==> src/rtl/rtc_alarm_pkg.sv <==
package rtc_alarm_pkg;
  localparam int NUM_FIELDS = 7;
  localparam int BYTE_W     = 8;

  typedef enum logic [2:0] {
    FLD_SEC  = 3'd0,
    FLD_MIN  = 3'd1,
    FLD_HOUR = 3'd2,
    FLD_WDAY = 3'd3,
    FLD_MDAY = 3'd4,
    FLD_MON  = 3'd5,
    FLD_YEAR = 3'd6
  } field_e;

  localparam logic [BYTE_W-1:0] ADDR_STATUS    = 8'h30;
  localparam logic [BYTE_W-1:0] ADDR_CTRL      = 8'h7C;
  localparam logic [BYTE_W-1:0] ADDR_FIELD_SEC = 8'h78;
  localparam int                STATUS_BIT     = 4;
  localparam int                CTRL_EN_BIT    = 0;

  // Fields descend in address by 4 bytes from the second down to the year.
  function automatic logic [BYTE_W-1:0] field_addr(input int idx);
    return ADDR_FIELD_SEC - BYTE_W'(4 * idx);
  endfunction
endpackage

==> src/rtl/rtc_alarm_regs.sv <==
module rtc_alarm_regs
  import rtc_alarm_pkg::*;
#(
  parameter int FIELD_W = 8
) (
  input  logic                                clk,
  input  logic                                rst_n,
  input  logic                                wr_en,
  input  logic [BYTE_W-1:0]                   addr,
  input  logic [BYTE_W-1:0]                   wdata,
  output logic [NUM_FIELDS-1:0][FIELD_W-1:0]  alm_fields,
  output logic [BYTE_W-1:0]                   ctrl
);
  logic [NUM_FIELDS-1:0] fld_sel;

  for (genvar g = 0; g < NUM_FIELDS; g++) begin : g_sel
    assign fld_sel[g] = wr_en && (addr == field_addr(g));

    AST_FIELD_STORE: assert property (@(posedge clk) disable iff (!rst_n)
      fld_sel[g] |=> alm_fields[g] == $past(wdata[FIELD_W-1:0]));
  end

  always_ff @(posedge clk or negedge rst_n) begin
    if (!rst_n) begin
      alm_fields <= '0;
    end else begin
      for (int i = 0; i < NUM_FIELDS; i++) begin
        if (fld_sel[i]) alm_fields[i] <= wdata[FIELD_W-1:0];
      end
    end
  end

  always_ff @(posedge clk or negedge rst_n) begin
    if (!rst_n)                           ctrl <= '0;
    else if (wr_en && addr == ADDR_CTRL)  ctrl <= wdata;
  end
endmodule

==> src/rtl/rtc_alarm_match.sv <==
module rtc_alarm_match
  import rtc_alarm_pkg::*;
#(
  parameter int FIELD_W = 8
) (
  input  logic                                clk,
  input  logic                                rst_n,
  input  logic                                tick,
  input  logic                                alarm_en,
  input  logic [NUM_FIELDS-1:0]               cmp_en,
  input  logic [NUM_FIELDS-1:0][FIELD_W-1:0]  live,
  input  logic [NUM_FIELDS-1:0][FIELD_W-1:0]  target,
  output logic                                hit_tick
);
  logic [NUM_FIELDS-1:0] fld_ok;

  for (genvar g = 0; g < NUM_FIELDS; g++) begin : g_cmp
    assign fld_ok[g] = !cmp_en[g] || (live[g] == target[g]);
  end

  assign hit_tick = tick && alarm_en && (&fld_ok);

  AST_MASKED_ALWAYS_HITS: assert property (@(posedge clk) disable iff (!rst_n)
    (tick && alarm_en && cmp_en == '0) |-> hit_tick);
endmodule

==> src/rtl/rtc_alarm_status.sv <==
module rtc_alarm_status (
  input  logic clk,
  input  logic rst_n,
  input  logic hit_tick,
  input  logic clr_req,
  output logic flag
);
  always_ff @(posedge clk or negedge rst_n) begin
    if (!rst_n)        flag <= 1'b0;
    else if (hit_tick) flag <= 1'b1;
    else if (clr_req)  flag <= 1'b0;
  end

  AST_FLAG_STICKY: assert property (@(posedge clk) disable iff (!rst_n)
    (flag && !clr_req) |=> flag);
  AST_FLAG_SOURCE: assert property (@(posedge clk) disable iff (!rst_n)
    $rose(flag) |-> $past(hit_tick));
  AST_HIT_BEATS_CLEAR: assert property (@(posedge clk) disable iff (!rst_n)
    (hit_tick && clr_req) |=> flag);
endmodule

==> src/rtl/rtc_alarm.sv <==
module rtc_alarm
  import rtc_alarm_pkg::*;
#(
  parameter int FIELD_W = 8
) (
  input  logic                           clk,
  input  logic                           rst_n,
  input  logic                           tick,
  input  logic [NUM_FIELDS*FIELD_W-1:0]  live_time,
  input  logic                           bus_wr,
  input  logic [BYTE_W-1:0]              bus_addr,
  input  logic [BYTE_W-1:0]              bus_wdata,
  output logic [BYTE_W-1:0]              bus_rdata,
  output logic                           irq
);
  logic [NUM_FIELDS-1:0][FIELD_W-1:0] live_f;
  logic [NUM_FIELDS-1:0][FIELD_W-1:0] alm_f;
  logic [BYTE_W-1:0]                  ctrl;
  logic                               hit_tick;
  logic                               clr_req;
  logic                               flag;
  logic                               alarm_en;

  assign live_f   = live_time;
  assign alarm_en = ctrl[CTRL_EN_BIT];
  assign clr_req  = bus_wr && (bus_addr == ADDR_STATUS) && bus_wdata[STATUS_BIT];

  rtc_alarm_regs #(.FIELD_W(FIELD_W)) u_regs (
    .clk        (clk),
    .rst_n      (rst_n),
    .wr_en      (bus_wr),
    .addr       (bus_addr),
    .wdata      (bus_wdata),
    .alm_fields (alm_f),
    .ctrl       (ctrl)
  );

  rtc_alarm_match #(.FIELD_W(FIELD_W)) u_match (
    .clk      (clk),
    .rst_n    (rst_n),
    .tick     (tick),
    .alarm_en (alarm_en),
    .cmp_en   (ctrl[NUM_FIELDS:1]),
    .live     (live_f),
    .target   (alm_f),
    .hit_tick (hit_tick)
  );

  rtc_alarm_status u_status (
    .clk      (clk),
    .rst_n    (rst_n),
    .hit_tick (hit_tick),
    .clr_req  (clr_req),
    .flag     (flag)
  );

  assign irq = alarm_en && flag;

  always_comb begin
    bus_rdata = '0;
    if (bus_addr == ADDR_STATUS) begin
      bus_rdata[STATUS_BIT] = flag;
    end else if (bus_addr == ADDR_CTRL) begin
      bus_rdata = ctrl;
    end else begin
      for (int i = 0; i < NUM_FIELDS; i++) begin
        if (bus_addr == field_addr(i)) bus_rdata[FIELD_W-1:0] = alm_f[i];
      end
    end
  end

  AST_STOP_MASKS_IRQ: assert property (@(posedge clk) disable iff (!rst_n)
    (bus_wr && bus_addr == ADDR_CTRL && bus_wdata == '0) |=> !irq);
  AST_NO_IRQ_WITHOUT_EVENT: assert property (@(posedge clk) disable iff (!rst_n)
    $rose(irq) |-> ($past(hit_tick) || $past(flag)));
endmodule

==> config.mk <==
export PLATFORM = sky130hd
export DESIGN_NAME = rtc_alarm
export DESIGN_NICKNAME = d
export VERILOG_FILES = /design/src/rtl/rtc_alarm_pkg.sv /design/src/rtl/rtc_alarm_regs.sv /design/src/rtl/rtc_alarm_match.sv /design/src/rtl/rtc_alarm_status.sv /design/src/rtl/rtc_alarm.sv
export SDC_FILE = /design/constraint.sdc
export NUM_CORES = 1
export LEC_CHECK = 0
export BUFFER_PORTS_ARGS = -buffer_cell sky130_fd_sc_hd__buf_4
export CAP_MARGIN = 10
export CORE_MARGIN = 2
export CORE_UTILIZATION = 43
export CTS_CLUSTER_DIAMETER = 150
export CTS_CLUSTER_SIZE = 12
export DETAILED_ROUTE_END_ITERATION = 6
export GPL_TIMING_DRIVEN = 1
export PLACE_DENSITY = 0.68
export SYNTH_ARGS = -nofsm -noshare
export SYNTH_HDL_FRONTEND = slang
export SYNTH_SLANG_ARGS = --single-unit
export TNS_END_PERCENT = 10
==> constraint.sdc <==
create_clock -name clk -period 1.53 [get_ports clk]
set_clock_uncertainty 0.1 [all_clocks]
set_input_delay 0.153 -clock clk [delete_from_list [all_inputs] [get_ports clk]]
set_output_delay 0.153 -clock clk [all_outputs]
set_load 0.005 [all_outputs]
==> reports/metrics.yaml <==
outcome: "finished with violations"
violations: "setup timing"
antenna_found_initial: 0
tightestPinTransition_ns: 0.454
intPower_mw: 2.92
syn_nets: 418
min_path_cells: 2
clockBufferDepth: 2
syn_inst: 342
synth_top_area_frac: 0.423
first_iter_violations: 159
r2r_cells: 7
ys_types: 45
async_reset_ff_frac: 1.00
fmax_mhz: 506
cp-start-kind: "flop"
reg2reg_setup_slack_ns: -0.09
reg2reg_to: "u_status.flag"
layoutNonFillerInstCount: 582
required_ns: 1.28
vias: 3231
n_fill_cell: 753
die_h_um: 98.5
routedWlPerCell_um: 19.4
ys_seq_area_frac: 0.423
fin_ws_ns: -0.445
combPwrFrac: 0.165
cts_made_buffers: 9
gp_congestion: 0.900
yosys_warnings: 0
layout-drive-gt1-share: 0.475
p_per_area_nw_per_um2: 761
layout_common_cells: "buf_4, dfrtp_1, mux2_2"
cts_tree: "yes"
ys_ff_latch: 65
h-tree-depth: 3
hold_viol: 0
final_common_cell: "buf_4"
maxCapViolations: 0
synth_edf_count: 0
total_power_mw: 4.00
fin_nets: 546
rsz0062_at_grt: "yes"
syn2layout_area_growth_pct: 36.8
final_area_um2: 5260
pin_count: 85
cts.sinks: 65
drc: 0
firstDrtPassIters: 5
arrival_ns: 1.72
antennaDiodeCount: 0
die-area_um2: 9710
hold_end: "u_regs.alm_fields[50]"
worstSetupEndpointType: "output port"
r2r_start: "u_regs.alm_fields[20]"
ir_worst_vdd_uv: 452
power_switching_mw: 1.08
clk_latency_ns: 0.35
core_area_um2: 8680
clkTransAtPathRegs_ns: 0.07
synth-main-ff-cell: "dfrtp_1"
start_util: 0.443
syn_avg_cell_area_um2: 11.2
p_clk_frac: 0.358
holdWs_ns: 0.00944
grt_pass1_wl_mm: 18.0
synth_area_leaders: "dfrtp_1, mux2_2, xnor2_1, nand4_1, nand2_1"
hpwlAfterDp_mm: 8.39
min_period_ns: 1.97
vias_per_cell: 5.55
wl_mm: 11.3
switching_share: 0.270
ant_nets: 0
timing.final.crit_share: 1.29
slew_headroom: 0.697
grt_pass1_vias: 3347
setup_violations: 9
min_from: "bus_wdata[2]"
numPortBuffers: 84
placed_cells: 561
fin_util: 0.606
p_leak_nw: 2.38
multi_input_area_um2: 2240
seqCellArea_um2: 1630
postPlaceCellArea_um2: 4920
synthesis.area_um2: 3840
slew_violations: 0
hold_class: "in2reg"
post-place-ws_ns: -0.314
rows: 34
grtUsageTotal: 0.244
p_seq_frac: 0.477
path_max_fanout: 3
fp.dieW_um: 98.5
yosysTopAreaCell: "dfrtp_1"
critPathKind: "reg2out"
grt_max_degree: 66
grt_overflow_total: 0
cts_root_buf: "clkbuf_8"
fin_setup_tns_ns: -2.43
[Yosys cell counts, types with 2 or more instances]
master   count
a21oi_1      7
o21ai_1      2
mux2i_1      7
a22oi_1     12
nand2_1     26
xnor2_1     56
nand4_1     17
mux2_1       8
a41oi_1      6
mux2_2      57
and2_1       3
nor2_4       3
o21ai_0     15
buf_2        9
dfrtp_1     65
nand2_4      2
o31ai_1      2
nor2b_1      5
nor2_1      10
buf_4        2
nand3_1      4
[cell type report]
class / count / share of cell area
multi-input combinational: 264 / 0.426
sequential: 65 / 0.310
timing repair buffer: 129 / 0.203
clock buffer: 9 / 0.0236
tap: 108 / 0.0257
inverter: 1 / 0.000714
clock inverter: 6 / 0.0114
[worst max-delay path by stage]
stage / start / cells after the start / end
floorplan: bus_addr[7] / 5 / u_regs.alm_fields[24]
detailed placement: bus_addr[7] / 8 / bus_rdata[0]
CTS: u_regs.alm_fields[20] / 6 / bus_rdata[4]
global placement: bus_addr[4] / 8 / bus_rdata[2]
finish: u_regs.alm_fields[4] / 6 / bus_rdata[4]
global route: u_regs.alm_fields[34] / 6 / bus_rdata[2]
[critical path, cell delays in order (launching register included)]
cell	delay, ns
dfrtp_1	0.41
nor2b_1	0.08
o31ai_1	0.30
a21oi_1	0.11
o21ai_1	0.15
a22o_1	0.20
buf_4	0.13
[state kept, by name, summed over array words and instances, names as in the netlist]
register	count
u_regs.alm_fields	56
u_regs.ctrl	8
u_status.flag	1
[power groups by stage]
| stage | clock [mW] | combinational (mW) | sequential, mW |
|---|---|---|---|
| finish | 1.43 | 0.660 | 1.91 |
| global route | 1.54 | 0.717 | 1.92 |
| CTS | 1.44 | 0.662 | 1.91 |
| detailed placement | 0 | 0.638 | 1.94 |
| global placement | 0 | 0.623 | 1.94 |
| floorplan | 0 | 0.296 | 1.90 |
[routing by layer]
layer / vias up / routed length (um) / share of wire / track usage
met5: - / 0 / 0 / 0
met4: 0 / 280 / 0.025 / 0.0948
met3: 24 / 479 / 0.042 / 0.0433
met2: 107 / 5580 / 0.49 / 0.395
met1: 1589 / 4970 / 0.44 / 0.328
li1: 1511 / - / - / -
[cells by family (layout without fill, tap and decap cells)]
logic type / Yosys count / count (layout) / share of synthesized area
and+or+nand+nor: 86 / 86 / 0.138
muxes: 72 / 72 / 0.209
DFF: 65 / 65 / 0.423
xor gates and xnor gates: 56 / 56 / 0.128
AOI/OAI and AO/OA: 50 / 50 / 0.0850
buffers and inverters: 13 / 145 / 0.0176
[repair_timing]
action | in CTS | in global routing
gates cloned | 0 | 0
hold endpoints to repair | 66 | 0
gates resized for setup | 20 | 2
setup endpoints to repair | 9 | 9
setup buffers | 4 | 0
hold buffers | 2 | 0
pin swaps | 8 | 3
No activity file was read; power rests on OpenSTA's default activity.
